[src/rtl/serial_rx_pkg.sv]
package serial_rx_pkg;

   typedef enum logic [2:0] {
      PH_IDLE,
      PH_START,
      PH_DATA,
      PH_EXTRA,
      PH_STOP
   } rx_phase_e;

   function automatic int width_for(input int count);
      return (count <= 2) ? 1 : $clog2(count);
   endfunction

endpackage

[src/rtl/serial_rx_sync.sv]
module serial_rx_sync #(
   parameter int STAGES = 2
) (
   input  logic clk,
   input  logic rst_n,
   input  logic din,
   output logic dout
);

   logic [STAGES-1:0] chain;

   generate
      for (genvar i = 0; i < STAGES; i++) begin : g_stage
         if (i == 0) begin : g_first
            always_ff @(posedge clk or negedge rst_n) begin
               if (!rst_n) chain[0] <= 1'b1;
               else        chain[0] <= din;
            end
         end else begin : g_next
            always_ff @(posedge clk or negedge rst_n) begin
               if (!rst_n) chain[i] <= 1'b1;
               else        chain[i] <= chain[i-1];
            end
         end
      end
   endgenerate

   assign dout = chain[STAGES-1];

endmodule

[src/rtl/serial_rx_tick.sv]
module serial_rx_tick #(
   parameter int DIV_W = 8
) (
   input  logic             clk,
   input  logic             rst_n,
   input  logic             restart,
   input  logic [DIV_W-1:0] divisor,
   output logic             tick
);

   logic [DIV_W-1:0] cnt;
   logic             wrap;

   assign wrap = (cnt == divisor);
   assign tick = wrap && !restart;

   always_ff @(posedge clk or negedge rst_n) begin
      if (!rst_n)               cnt <= '0;
      else if (restart || wrap) cnt <= '0;
      else                      cnt <= cnt + 1'b1;
   end

endmodule

[src/rtl/serial_rx_framer.sv]
module serial_rx_framer
   import serial_rx_pkg::*;
#(
   parameter int DATA_W   = 8,
   parameter int FAST_OSR = 16,
   parameter int SLOW_OSR = 64
) (
   input  logic              clk,
   input  logic              rst_n,
   input  logic              enable,
   input  logic              fast,
   input  logic              nine,
   input  logic              rx_s,
   input  logic              tick,
   output logic              restart,
   output logic              done,
   output logic [DATA_W-1:0] shreg,
   output logic              extra_bit,
   output logic              stop_ok
);

   localparam int SUB_W = width_for(SLOW_OSR);
   localparam int IDX_W = width_for(DATA_W);
   localparam logic [IDX_W-1:0] LAST_IDX = IDX_W'(DATA_W - 1);

   rx_phase_e        phase;
   logic [SUB_W-1:0] sub_cnt;
   logic [IDX_W-1:0] bit_idx;
   logic             rx_prev;
   logic [SUB_W-1:0] lim_full;
   logic [SUB_W-1:0] lim_half;
   logic             at_full;
   logic             at_half;
   logic             fall;

   assign lim_full = fast ? SUB_W'(FAST_OSR - 1)     : SUB_W'(SLOW_OSR - 1);
   assign lim_half = fast ? SUB_W'(FAST_OSR / 2 - 1) : SUB_W'(SLOW_OSR / 2 - 1);
   assign at_full  = tick && (sub_cnt == lim_full);
   assign at_half  = tick && (sub_cnt == lim_half);
   assign fall     = rx_prev && !rx_s;
   assign restart  = (phase == PH_IDLE);
   assign done     = enable && (phase == PH_STOP) && at_full;

   always_ff @(posedge clk or negedge rst_n) begin
      if (!rst_n) rx_prev <= 1'b1;
      else        rx_prev <= rx_s;
   end

   always_ff @(posedge clk or negedge rst_n) begin
      if (!rst_n) begin
         phase     <= PH_IDLE;
         sub_cnt   <= '0;
         bit_idx   <= '0;
         shreg     <= '0;
         extra_bit <= 1'b0;
         stop_ok   <= 1'b0;
      end else if (!enable) begin
         phase   <= PH_IDLE;
         sub_cnt <= '0;
      end else begin
         case (phase)
            PH_IDLE: begin
               sub_cnt <= '0;
               if (fall) begin
                  phase     <= PH_START;
                  extra_bit <= 1'b0;
               end
            end
            PH_START: begin
               if (at_half) begin
                  sub_cnt <= '0;
                  bit_idx <= '0;
                  phase   <= rx_s ? PH_IDLE : PH_DATA;
               end else if (tick) begin
                  sub_cnt <= sub_cnt + 1'b1;
               end
            end
            PH_DATA: begin
               if (at_full) begin
                  sub_cnt <= '0;
                  shreg   <= {rx_s, shreg[DATA_W-1:1]};
                  bit_idx <= bit_idx + 1'b1;
                  if (bit_idx == LAST_IDX) phase <= nine ? PH_EXTRA : PH_STOP;
               end else if (tick) begin
                  sub_cnt <= sub_cnt + 1'b1;
               end
            end
            PH_EXTRA: begin
               if (at_full) begin
                  sub_cnt   <= '0;
                  extra_bit <= rx_s;
                  phase     <= PH_STOP;
               end else if (tick) begin
                  sub_cnt <= sub_cnt + 1'b1;
               end
            end
            PH_STOP: begin
               if (at_full) begin
                  sub_cnt <= '0;
                  stop_ok <= rx_s;
                  phase   <= PH_IDLE;
               end else if (tick) begin
                  sub_cnt <= sub_cnt + 1'b1;
               end
            end
            default: phase <= PH_IDLE;
         endcase
      end
   end

endmodule

[src/rtl/serial_rx_hold.sv]
module serial_rx_hold #(
   parameter int DATA_W = 8
) (
   input  logic              clk,
   input  logic              rst_n,
   input  logic              cont_en,
   input  logic              done,
   input  logic [DATA_W-1:0] new_data,
   input  logic              new_bit9,
   input  logic              new_stop_ok,
   input  logic              rd_stb,
   output logic [DATA_W-1:0] data_q,
   output logic              bit9_q,
   output logic              valid_q,
   output logic              ferr_q,
   output logic              ovr_q
);

   logic take;
   logic lose;

   assign take = done && !ovr_q && (!valid_q || rd_stb);
   assign lose = done && !ovr_q && valid_q && !rd_stb;

   always_ff @(posedge clk or negedge rst_n) begin
      if (!rst_n) begin
         data_q  <= '0;
         bit9_q  <= 1'b0;
         ferr_q  <= 1'b0;
         valid_q <= 1'b0;
         ovr_q   <= 1'b0;
      end else begin
         if (take) begin
            data_q <= new_data;
            bit9_q <= new_bit9;
            ferr_q <= !new_stop_ok;
         end
         if (take)        valid_q <= 1'b1;
         else if (rd_stb) valid_q <= 1'b0;
         if (!cont_en)    ovr_q <= 1'b0;
         else if (lose)   ovr_q <= 1'b1;
      end
   end

endmodule

[src/rtl/serial_rx_core.sv]
module serial_rx_core
   import serial_rx_pkg::*;
#(
   parameter int DIV_W       = 8,
   parameter int DATA_W      = 8,
   parameter int SYNC_STAGES = 2,
   parameter int FAST_OSR    = 16,
   parameter int SLOW_OSR    = 64,
   parameter bit HAS_BIT9    = 1'b1
) (
   input  logic              clk,
   input  logic              rst_n,
   input  logic              rx_line,
   input  logic [DIV_W-1:0]  baud_div,
   input  logic              fast_mode,
   input  logic              port_en,
   input  logic              cont_en,
   input  logic              nine_mode,
   input  logic              rd_stb,
   output logic [DATA_W-1:0] rx_data,
   output logic              rx_bit9,
   output logic              rx_valid,
   output logic              frame_err,
   output logic              overrun_err
);

   initial begin
      assert (DIV_W >= 1) else $error("DIV_W must be at least 1");
      assert (DATA_W >= 2) else $error("DATA_W must be at least 2");
      assert (SYNC_STAGES >= 2) else $error("SYNC_STAGES must be at least 2");
      assert (FAST_OSR >= 4 && (FAST_OSR % 2) == 0) else $error("FAST_OSR must be even and >= 4");
      assert (SLOW_OSR >= FAST_OSR && (SLOW_OSR % 2) == 0) else $error("SLOW_OSR must be even and >= FAST_OSR");
   end

   logic              rx_s;
   logic              tick;
   logic              restart;
   logic              frame_done;
   logic [DATA_W-1:0] shreg;
   logic              extra_bit;
   logic              stop_ok;
   logic              rx_on;
   logic              nine_eff;

   assign rx_on = port_en && cont_en;

   generate
      if (HAS_BIT9) begin : g_bit9
         assign nine_eff = nine_mode;
      end else begin : g_no_bit9
         assign nine_eff = 1'b0;
      end
   endgenerate

   serial_rx_sync #(.STAGES(SYNC_STAGES)) u_sync (
      .clk  (clk),
      .rst_n(rst_n),
      .din  (rx_line),
      .dout (rx_s)
   );

   serial_rx_tick #(.DIV_W(DIV_W)) u_tick (
      .clk    (clk),
      .rst_n  (rst_n),
      .restart(restart),
      .divisor(baud_div),
      .tick   (tick)
   );

   serial_rx_framer #(
      .DATA_W  (DATA_W),
      .FAST_OSR(FAST_OSR),
      .SLOW_OSR(SLOW_OSR)
   ) u_framer (
      .clk      (clk),
      .rst_n    (rst_n),
      .enable   (rx_on),
      .fast     (fast_mode),
      .nine     (nine_eff),
      .rx_s     (rx_s),
      .tick     (tick),
      .restart  (restart),
      .done     (frame_done),
      .shreg    (shreg),
      .extra_bit(extra_bit),
      .stop_ok  (stop_ok)
   );

   // the stop sample is registered, so the hold stage sees it one cycle late
   logic done_q;
   always_ff @(posedge clk or negedge rst_n) begin
      if (!rst_n) done_q <= 1'b0;
      else        done_q <= frame_done;
   end

   serial_rx_hold #(.DATA_W(DATA_W)) u_hold (
      .clk        (clk),
      .rst_n      (rst_n),
      .cont_en    (cont_en),
      .done       (done_q),
      .new_data   (shreg),
      .new_bit9   (extra_bit),
      .new_stop_ok(stop_ok),
      .rd_stb     (rd_stb),
      .data_q     (rx_data),
      .bit9_q     (rx_bit9),
      .valid_q    (rx_valid),
      .ferr_q     (frame_err),
      .ovr_q      (overrun_err)
   );

endmodule

[config.mk]
export PLATFORM = sky130hd
export DESIGN_NAME = serial_rx_core
export DESIGN_NICKNAME = d
export VERILOG_FILES = /design/src/rtl/serial_rx_pkg.sv /design/src/rtl/serial_rx_sync.sv /design/src/rtl/serial_rx_tick.sv /design/src/rtl/serial_rx_framer.sv /design/src/rtl/serial_rx_hold.sv /design/src/rtl/serial_rx_core.sv
export SDC_FILE = /design/constraint.sdc
export NUM_CORES = 1
export LEC_CHECK = 0
export CORE_MARGIN = 4
export CORE_UTILIZATION = 39
export CTS_CLUSTER_SIZE = 28
export DETAILED_ROUTE_END_ITERATION = 8
export GPL_TIMING_DRIVEN = 0
export PLACE_DENSITY = 0.68
export SLEW_MARGIN = 20
export SYNTH_ARGS = -nofsm -noshare
export SYNTH_HDL_FRONTEND = slang
export SYNTH_SLANG_ARGS = --single-unit
export TNS_END_PERCENT = 5
[constraint.sdc]
create_clock -name clk -period 5.2 [get_ports clk]
set_input_delay 1.04 -clock clk [delete_from_list [all_inputs] [get_ports clk]]
set_output_delay 1.04 -clock clk [all_outputs]
set_load 0.02 [all_outputs]
==> impl_results.md, run 1 <==
- 1st-iter DRT viols: ~150
- Slew Viols, Final: 0
- DR vias/cell: around 5.4
- Clk root buf: clkbuf_8
- Maximum clock path buffer count: 2
- Die area: ~7000 um^2
- Post-Syn Instances: between 200 and 250
- Setup Crit Path Kind: input pin to flip-flop
- Vias in the first global route: 1675
- Largest net degree at the start of global routing: 30
- Final wirelength: 4312 um
- Worst path required time: about 5.4 ns
- Overall Global Routing Usage: 13.08%
- Avg Cell Area, Syn: 11.37 um^2
- Via count of the routed design: 1664
- Final hold vios: 0
- Pre-antenna DRT Iters: 4
- Core box area: 5608 um^2
- CP Max Fanout: 10
- Fillers: 521
- Clock tree from TritonCTS: done
- DRC violations left: 0
- Routing usage on met1: 16.02%
- Most Crowded Layer GR: met2
- Status: finished clean
- Flops & latches, synth: 46
- Dpl hpwl: 3267 um
- Pint: 0.0005223 W
- Initial Util: between 40% and 50%
- Gate power share: 6.0%
- Post-CTS Resized: 0
- First-pass GRT wire length: 7679 um
- Num rows: 27
- HP Class: flip-flop to flip-flop
- # setup viols final: 0
- Met2 Track Usage GR: 22.70%
- Top delay family on crit path: simple AND/OR/NAND/NOR gates
- CTS buffer count: 5
- FF+latch area: 1155 um^2
- Setup_tns: 0 ns
- Yosys cell types: 45
- CP Buf/Inv Count: 2
- NumNets Final: 258
- Worst-Margin Slew: 0.9099 ns
- YS warnings: 0
- # IOs: 28
- Net Sw Power: 0.0001440 W
- CP Cell Sequence: clkdlybuf4s50_1 -> xnor2_2 -> nand4_4 -> or3_1 -> buf_2 -> nor3_2 -> mux2_1
- Wirelength per Cell: 13.86 um
- Switching Share: 21.61%
- Post-CTS setup repair buffer count: 0
- # hold bufs at CTS: 0
- Slew headroom: 38.82%
- Period utilisation layout: between 50 and 60%
- Sequential Power Share: 54.3%
- Critical path arrival: between 3 and 4 ns
- Met3 Track Usage GR: 2.427%
- Reg clk slew, reported paths: 0.09 ns
- Antenna violations before repair: 0
- Layout cells sized above 1: 15.48%
- Static leakage: approximately 1.2 nW
- Width of the die: 84.92 um
- Power Dens Cells: 238.4 nW/um^2
- Peak supply drop: ~0.15 mV
- MaxCap Viol Count: 0
- Area taken by multi-input logic gates: 1110 um^2
- Seq/Total Area, Yosys: 50.05%
- Startpoint types: input pin
- Skew final: about 0.008 ns
- Area grow syn2layout: 21.15%
- CP max-delay cell: clkdlybuf4s50_1
- Max incr delay on CP: 0.44 ns
- Die Ht: 84.92 um
- CP Capture Type: flip-flop
- Placer Congestion: 0.8498
- Cell Area, Synth: 2307 um^2
- # diodes: 0
- Max Freq: 340.8 MHz
- H-tree depth: 2
- Clk pwr share: 39.7%
- # port buffers: 27
- Clk sink count: 46
- Grt total ovfl: 0
- Minimum clock period: 2.934 ns
- Post-DRT Antenna Nets: 0
- RSZ-0062 raised after global routing: no
- Total Power: 0.0006663 W
- Clk Latency, worst-skew pair: 0.30 ns
- Syn nets: about 220
-- worst paths after layout --
| path | start | to | slack [ns] | cells past startpoint |
|---|---|---|---|---|
| worst max-delay path | baud_div[6] | u_framer.shreg[6]$_DFFE_PN0P_ | 2.27 | 7 |
| worst min-delay path | u_sync.chain[0]$_DFF_PN1_ | u_sync.dout$_DFF_PN1_ | 0.36 | 0 |
| worst max register to register | u_framer.sub_cnt[0]$_DFFE_PN0P_ | u_framer.shreg[1]$_DFFE_PN0P_ | 2.95 | 6 |
| worst min register to register | u_sync.chain[0]$_DFF_PN1_ | u_sync.dout$_DFF_PN1_ | 0.36 | 0 |
| max in group asynchronous | rst_n | u_sync.chain[0]$_DFF_PN1_ | 3.97 | 2 |
| min in group asynchronous | rst_n | u_hold.data_q[0]$_DFFE_PN0P_ | 0.66 | 1 |
-- placed cells by master, fill, tap and decap left out, types with 7 or more instances in the layout --
master / n
o21ai_0: 7
nor2_1: 16
mux2_1: 7
mux2_2: 14
clkdlybuf4s50_1: 26
xnor2_1: 9
nand2_1: 9
dfrtp_1: 43
inv_1: 7
nand3_1: 13
-- power groups by stage --
stage | Combinational (W) | Clock [W] | Sequential [W]
after floorplan | 0.0000156 | 0 | 0.000368
after global placement | 0.0000393 | 0 | 0.000369
after detailed placement | 0.0000411 | 0 | 0.000369
after CTS | 0.0000412 | 0.000278 | 0.000362
after global routing | 0.0000448 | 0.000291 | 0.000362
final | 0.0000402 | 0.000265 | 0.000362
-- flip-flops by register name, indices dropped and copies added, names as in the netlist, 3 cells and up --
name              cells
u_hold.data_q         8
u_framer.phase        3
u_tick.cnt            8
u_framer.shreg        8
u_framer.sub_cnt      6
u_framer.bit_idx      3
-- final cells by class --
| class | instances | area share [%] |
|---|---|---|
| timing repair buffer | 28 | 10.21 |
| clock buffer | 5 | 2.462 |
| sequential | 46 | 41.32 |
| clock inverter | 3 | 1.567 |
| buffer | 4 | 0.5819 |
| inverter | 7 | 0.9400 |
| multi-input combinational | 146 | 39.70 |
| tap | 72 | 3.223 |
-- stage by stage --
| stage | instances | utilization [%] | setup slack (ns) | hold slack, ns | area, um^2 |
|---|---|---|---|---|---|
| floorplan | 203 | - | 2.525 | 0.3452 | 2307 |
| global placement | 302 | 47.57 | 1.844 | 0.3464 | 2668 |
| detailed placement | 303 | 47.84 | 1.921 | 0.3509 | 2683 |
| CTS | 311 | 49.84 | 2.246 | 0.3594 | 2795 |
| global route | 311 | 49.84 | 2.140 | 0.3613 | 2795 |
| finish | 311 | 49.84 | 2.266 | 0.3579 | 2795 |
-- cells in the mapped netlist, drive strengths merged --
master / count / share of area [%]
and4: 1 / 0.38
o211ai: 1 / 0.33
or4: 3 / 0.98
a211oi: 2 / 0.65
ha: 4 / 2.2
mux2: 21 / 10
nor4: 6 / 1.9
or3: 5 / 1.6
and2: 2 / 0.54
nor3: 3 / 0.87
and3: 3 / 0.81
nand2b: 2 / 0.54
o311ai: 1 / 0.38
nand4: 2 / 1.2
mux2i: 2 / 0.87
nand2: 9 / 1.5
a21oi: 5 / 1.1
clkbuf: 3 / 0.49
a31oi: 2 / 0.54
dfrtp: 43 / 47
xnor2: 13 / 6.2
inv: 7 / 1.1
a2bb2oi: 1 / 0.38
o21ai: 7 / 1.5
xor2: 5 / 1.9
o31ai: 3 / 0.98
o32ai: 1 / 0.38
dfstp: 3 / 3.4
o211a: 1 / 0.43
nand3: 13 / 2.8
buf: 1 / 0.22
o221ai: 1 / 0.38
and3b: 1 / 0.38
nor2: 16 / 2.6
nor2b: 2 / 0.54
o2111ai: 1 / 0.38
a31o: 4 / 1.5
a22o: 3 / 1.1
-- routing by layer --
layer | vias up | wire [um]
met4 | 0 | 76
met1 | 800 | 1975
met3 | 6 | 125
li1 | 820 | -
met2 | 38 | 2135
met5 | - | 0
-- cells by family after synthesis --
family / share of synthesized area [%]
AND/OR/NAND/NOR: 16.59
buffers and inverters: 1.844
flip-flops: 50.05
XOR/XNOR: 8.134
adder cells (fa/ha/maj): 2.169
multiplexers: 11.12
AO/OA/AOI/OAI: 10.09
No activity file was read; power rests on OpenSTA's default activity.
==> run 2: changes to the inputs <==
--- a/config.mk
+++ b/config.mk
@@ -10,7 +10,7 @@
 export CTS_CLUSTER_SIZE = 28
 export DETAILED_ROUTE_END_ITERATION = 8
 export GPL_TIMING_DRIVEN = 0
-export PLACE_DENSITY = 0.68
+export PLACE_DENSITY = 0.71
 export SLEW_MARGIN = 20
 export SYNTH_ARGS = -nofsm -noshare
 export SYNTH_HDL_FRONTEND = slang
==> constraint.sdc (replaced) <==
create_clock -name clk -period 2.66 [get_ports clk]
set_input_delay 0.532 -clock clk [delete_from_list [all_inputs] [get_ports clk]]
set_output_delay 0.532 -clock clk [all_outputs]
set_load 0.02 [all_outputs]
==> run 2 against run 1 <==
  * Core utilization increased by 0.089 points
  * Non-clock buffer count is the same
  * Register-to-register slack worse by 2.6 ns
  * Sequential share of layout area is 0.074 points lower
  * Via count stayed put
  * Critical path depth unchanged
  * Critical path type unchanged
==> impl_results.md, run 2 (synthesized netlist as in run 1, its figures left out) <==
- DR vias/cell: 5.350 (unchanged)
- Post-CTS setup repair buffer count: 0 (unchanged)
- Die Ht: 84.92 um (unchanged)
- HP Class: input pin to async pin
- Worst Setup Slack, final: 0.2295 ns (-2.036 ns)
- Setup Crit Path Kind: input pin to flip-flop
- Most frequent cells in the layout: dfrtp_1, clkdlybuf4s50_1, nor2_1, mux2_2, nand3_1
- Max Freq: 411.4 MHz
- Placer Congestion: 0.9264 (+9.0%)
- First-pass GRT wire length: 7693 um (+0.18%)
- Gate power share: 6.2% (+0.2 points)
- Switching Share: 21.26% (-0.35 points)
- Core box area: 5608 um^2 (unchanged)
- Layout cells sized above 1: 15.06% (-0.42 points)
- Antenna violations before repair: 0 (unchanged)
- Crit path launch: baud_div[6]
- Clk root buf: clkbuf_8
- Vias in the first global route: 1642 (-2.0%)
- # setup viols final: 0 (unchanged)
- Pre-antenna DRT Iters: 4 (unchanged)
- DRC violations left: 0 (unchanged)
- Reg clk slew, reported paths: 0.09 ns (about the same)
- # hold bufs at CTS: 0 (unchanged)
- Post-DRT Antenna Nets: 0 (unchanged)
- # diodes: 0 (unchanged)
- Status: finished clean
- Post-Layout Inst Area: 2800 um^2 (+0.18%)
- # port buffers: 27 (unchanged)
- H-tree depth: 2 (unchanged)
- Clock tree from TritonCTS: done
- Largest net degree at the start of global routing: 25 (-17%)
- Maximum clock path buffer count: 2 (unchanged)
- Power Dens Cells: 463.1 nW/um^2 (+94%)
- Clk Latency, worst-skew pair: 0.29 ns (about the same)
- Pint: 0.001021 W (+95%)
- Num rows: 27 (unchanged)
- CTS buffer count: 5 (unchanged)
- Overall Global Routing Usage: 12.90% (-0.17 points)
- Period utilisation layout: 91.37%
- 1st-iter DRT viols: 133 (-8.9%)
- Width of the die: 84.92 um (unchanged)
- Final wirelength: 4422 um (+2.6%)
- # IOs: 28 (unchanged)
- Worst path required time: 2.84 ns (-2.55 ns)
- Startpoint types: input pin
- Via count of the routed design: 1664 (unchanged)
- MaxCap Viol Count: 0 (unchanged)
- Slew headroom: 36.67% (-2.1 points)
- Minimum clock period: 2.430 ns
- Critical R2R Launch: u_framer.sub_cnt[0]$_DFFE_PN0P_
- Grt total ovfl: 0 (unchanged)
- RSZ-0062 raised after global routing: no
- Fin util: 49.93% (+0.089 points)
- Critical path arrival: 2.61 ns (-0.51 ns)
- Post-CTS Resized: 0 (unchanged)
- Largest regs: u_framer.shreg: 8 flops, u_hold.data_q: 8 flops, u_tick.cnt: 8 flops
- Slew Viols, Final: 0 (unchanged)
- Worst-Margin Slew: 0.9418 ns (+0.03197 ns)
- Area grow syn2layout: 21.37%
- NumNets Final: 258 (unchanged)
- Skew final: 0.005741 ns (-0.002235 ns)
- Wirelength per Cell: 14.22 um (+2.6%)
- Post-placement worst setup slack: -0.08692 ns (-2.008 ns)
- Dpl hpwl: 3268 um (about the same)
- Initial Util: 41.14% (unchanged)
- Clk pwr share: 39.3% (-0.4 points)
- CP Max Fanout: 10 (unchanged)
- Commonest non-fill, non-tap cell in the layout: dfrtp_1
- Final hold vios: 0 (unchanged)
- Die area: 7211 um^2 (unchanged)
- Peak supply drop: 0.3256 mV (+110%)
- Net Sw Power: 0.0002757 W (+91%)
- Post-Place Cell Area: 2690 um^2 (+0.28%)
- CP Capture Type: flip-flop
- Clk sink count: 46 (unchanged)
- Static leakage: 1.182 nW (-0.32%)
- Sequential Power Share: 54.5% (+0.2 points)
==> run 2: cell count changes in the layout (fill, tap and decap cells not counted), sizes merged <==
cell	previous run	this run
inv	8	7
clkinvlp	0	1
clkinv	1	0
clkbuf	8	9
==> run 2: power groups by stage <==
stage	logic [W]	clock network [W]	registers (W)
after floorplan	0.0000305	0	0.000720
after global placement	0.0000766	0	0.000721
after detailed placement	0.0000816	0	0.000721
after CTS	0.0000819	0.000528	0.000707
after global routing	0.0000894	0.000558	0.000708
final	0.0000808	0.000509	0.000707
==> run 2: worst paths after layout <==
kind,to,slack [ns],cells after the start
worst max-delay path,u_framer.shreg[6]$_DFFE_PN0P_,0.23,7
worst min register to register,u_sync.dout$_DFF_PN1_,0.36,0
max in group asynchronous,u_framer.rx_prev$_DFF_PN1_,1.85,2
min in group clk,u_sync.dout$_DFF_PN1_,0.36,0
worst min-delay path,u_hold.data_q[3]$_DFFE_PN0P_,0.22,1
worst max register to register,u_framer.shreg[7]$_DFFE_PN0P_,0.35,6
==> run 2: critical path, cell delays in order <==
cell and delay [ns]:
clkdlybuf4s50_1 0.44, xnor2_2 0.22, nand4_4 0.19, or3_1 0.40, buf_2 0.17, nor3_2 0.29
mux2_1 0.37
==> run 2: through the flow <==
stage / hold slack, ns / setup TNS (ns) / total power, W / cells
2_1_floorplan: 0.2364 / 0 / 0.0007504 / 203
3_3_place_gp: 0.3467 / -8.759 / 0.0007974 / 302
3_5_place_dp: 0.3525 / -0.2052 / 0.0008024 / 303
4_1_cts: 0.2402 / 0 / 0.001317 / 311
5_1_grt: 0.2614 / 0 / 0.001355 / 311
6_report: 0.2233 / 0 / 0.001297 / 311
==> run 2: metal layers <==
layer  GRT usage (%)  part of all wire (%)
met5               0                     0
met4           3.597                   1.3
met3           2.427                   2.9
met2           21.85                    49
met1           16.90                    46
==> run 2: layout make-up <==
class,count,area (um^2)
Fill cell,535,2808
Tap cell,72,90.09
Timing Repair Buffer,28,292.8
Clock buffer,6,72.57
Inverter,7,26.28
Clock inverter,2,37.54
Sequential cell,46,1155
Multi-Input combinational cell,146,1110
Buffer,4,16.27
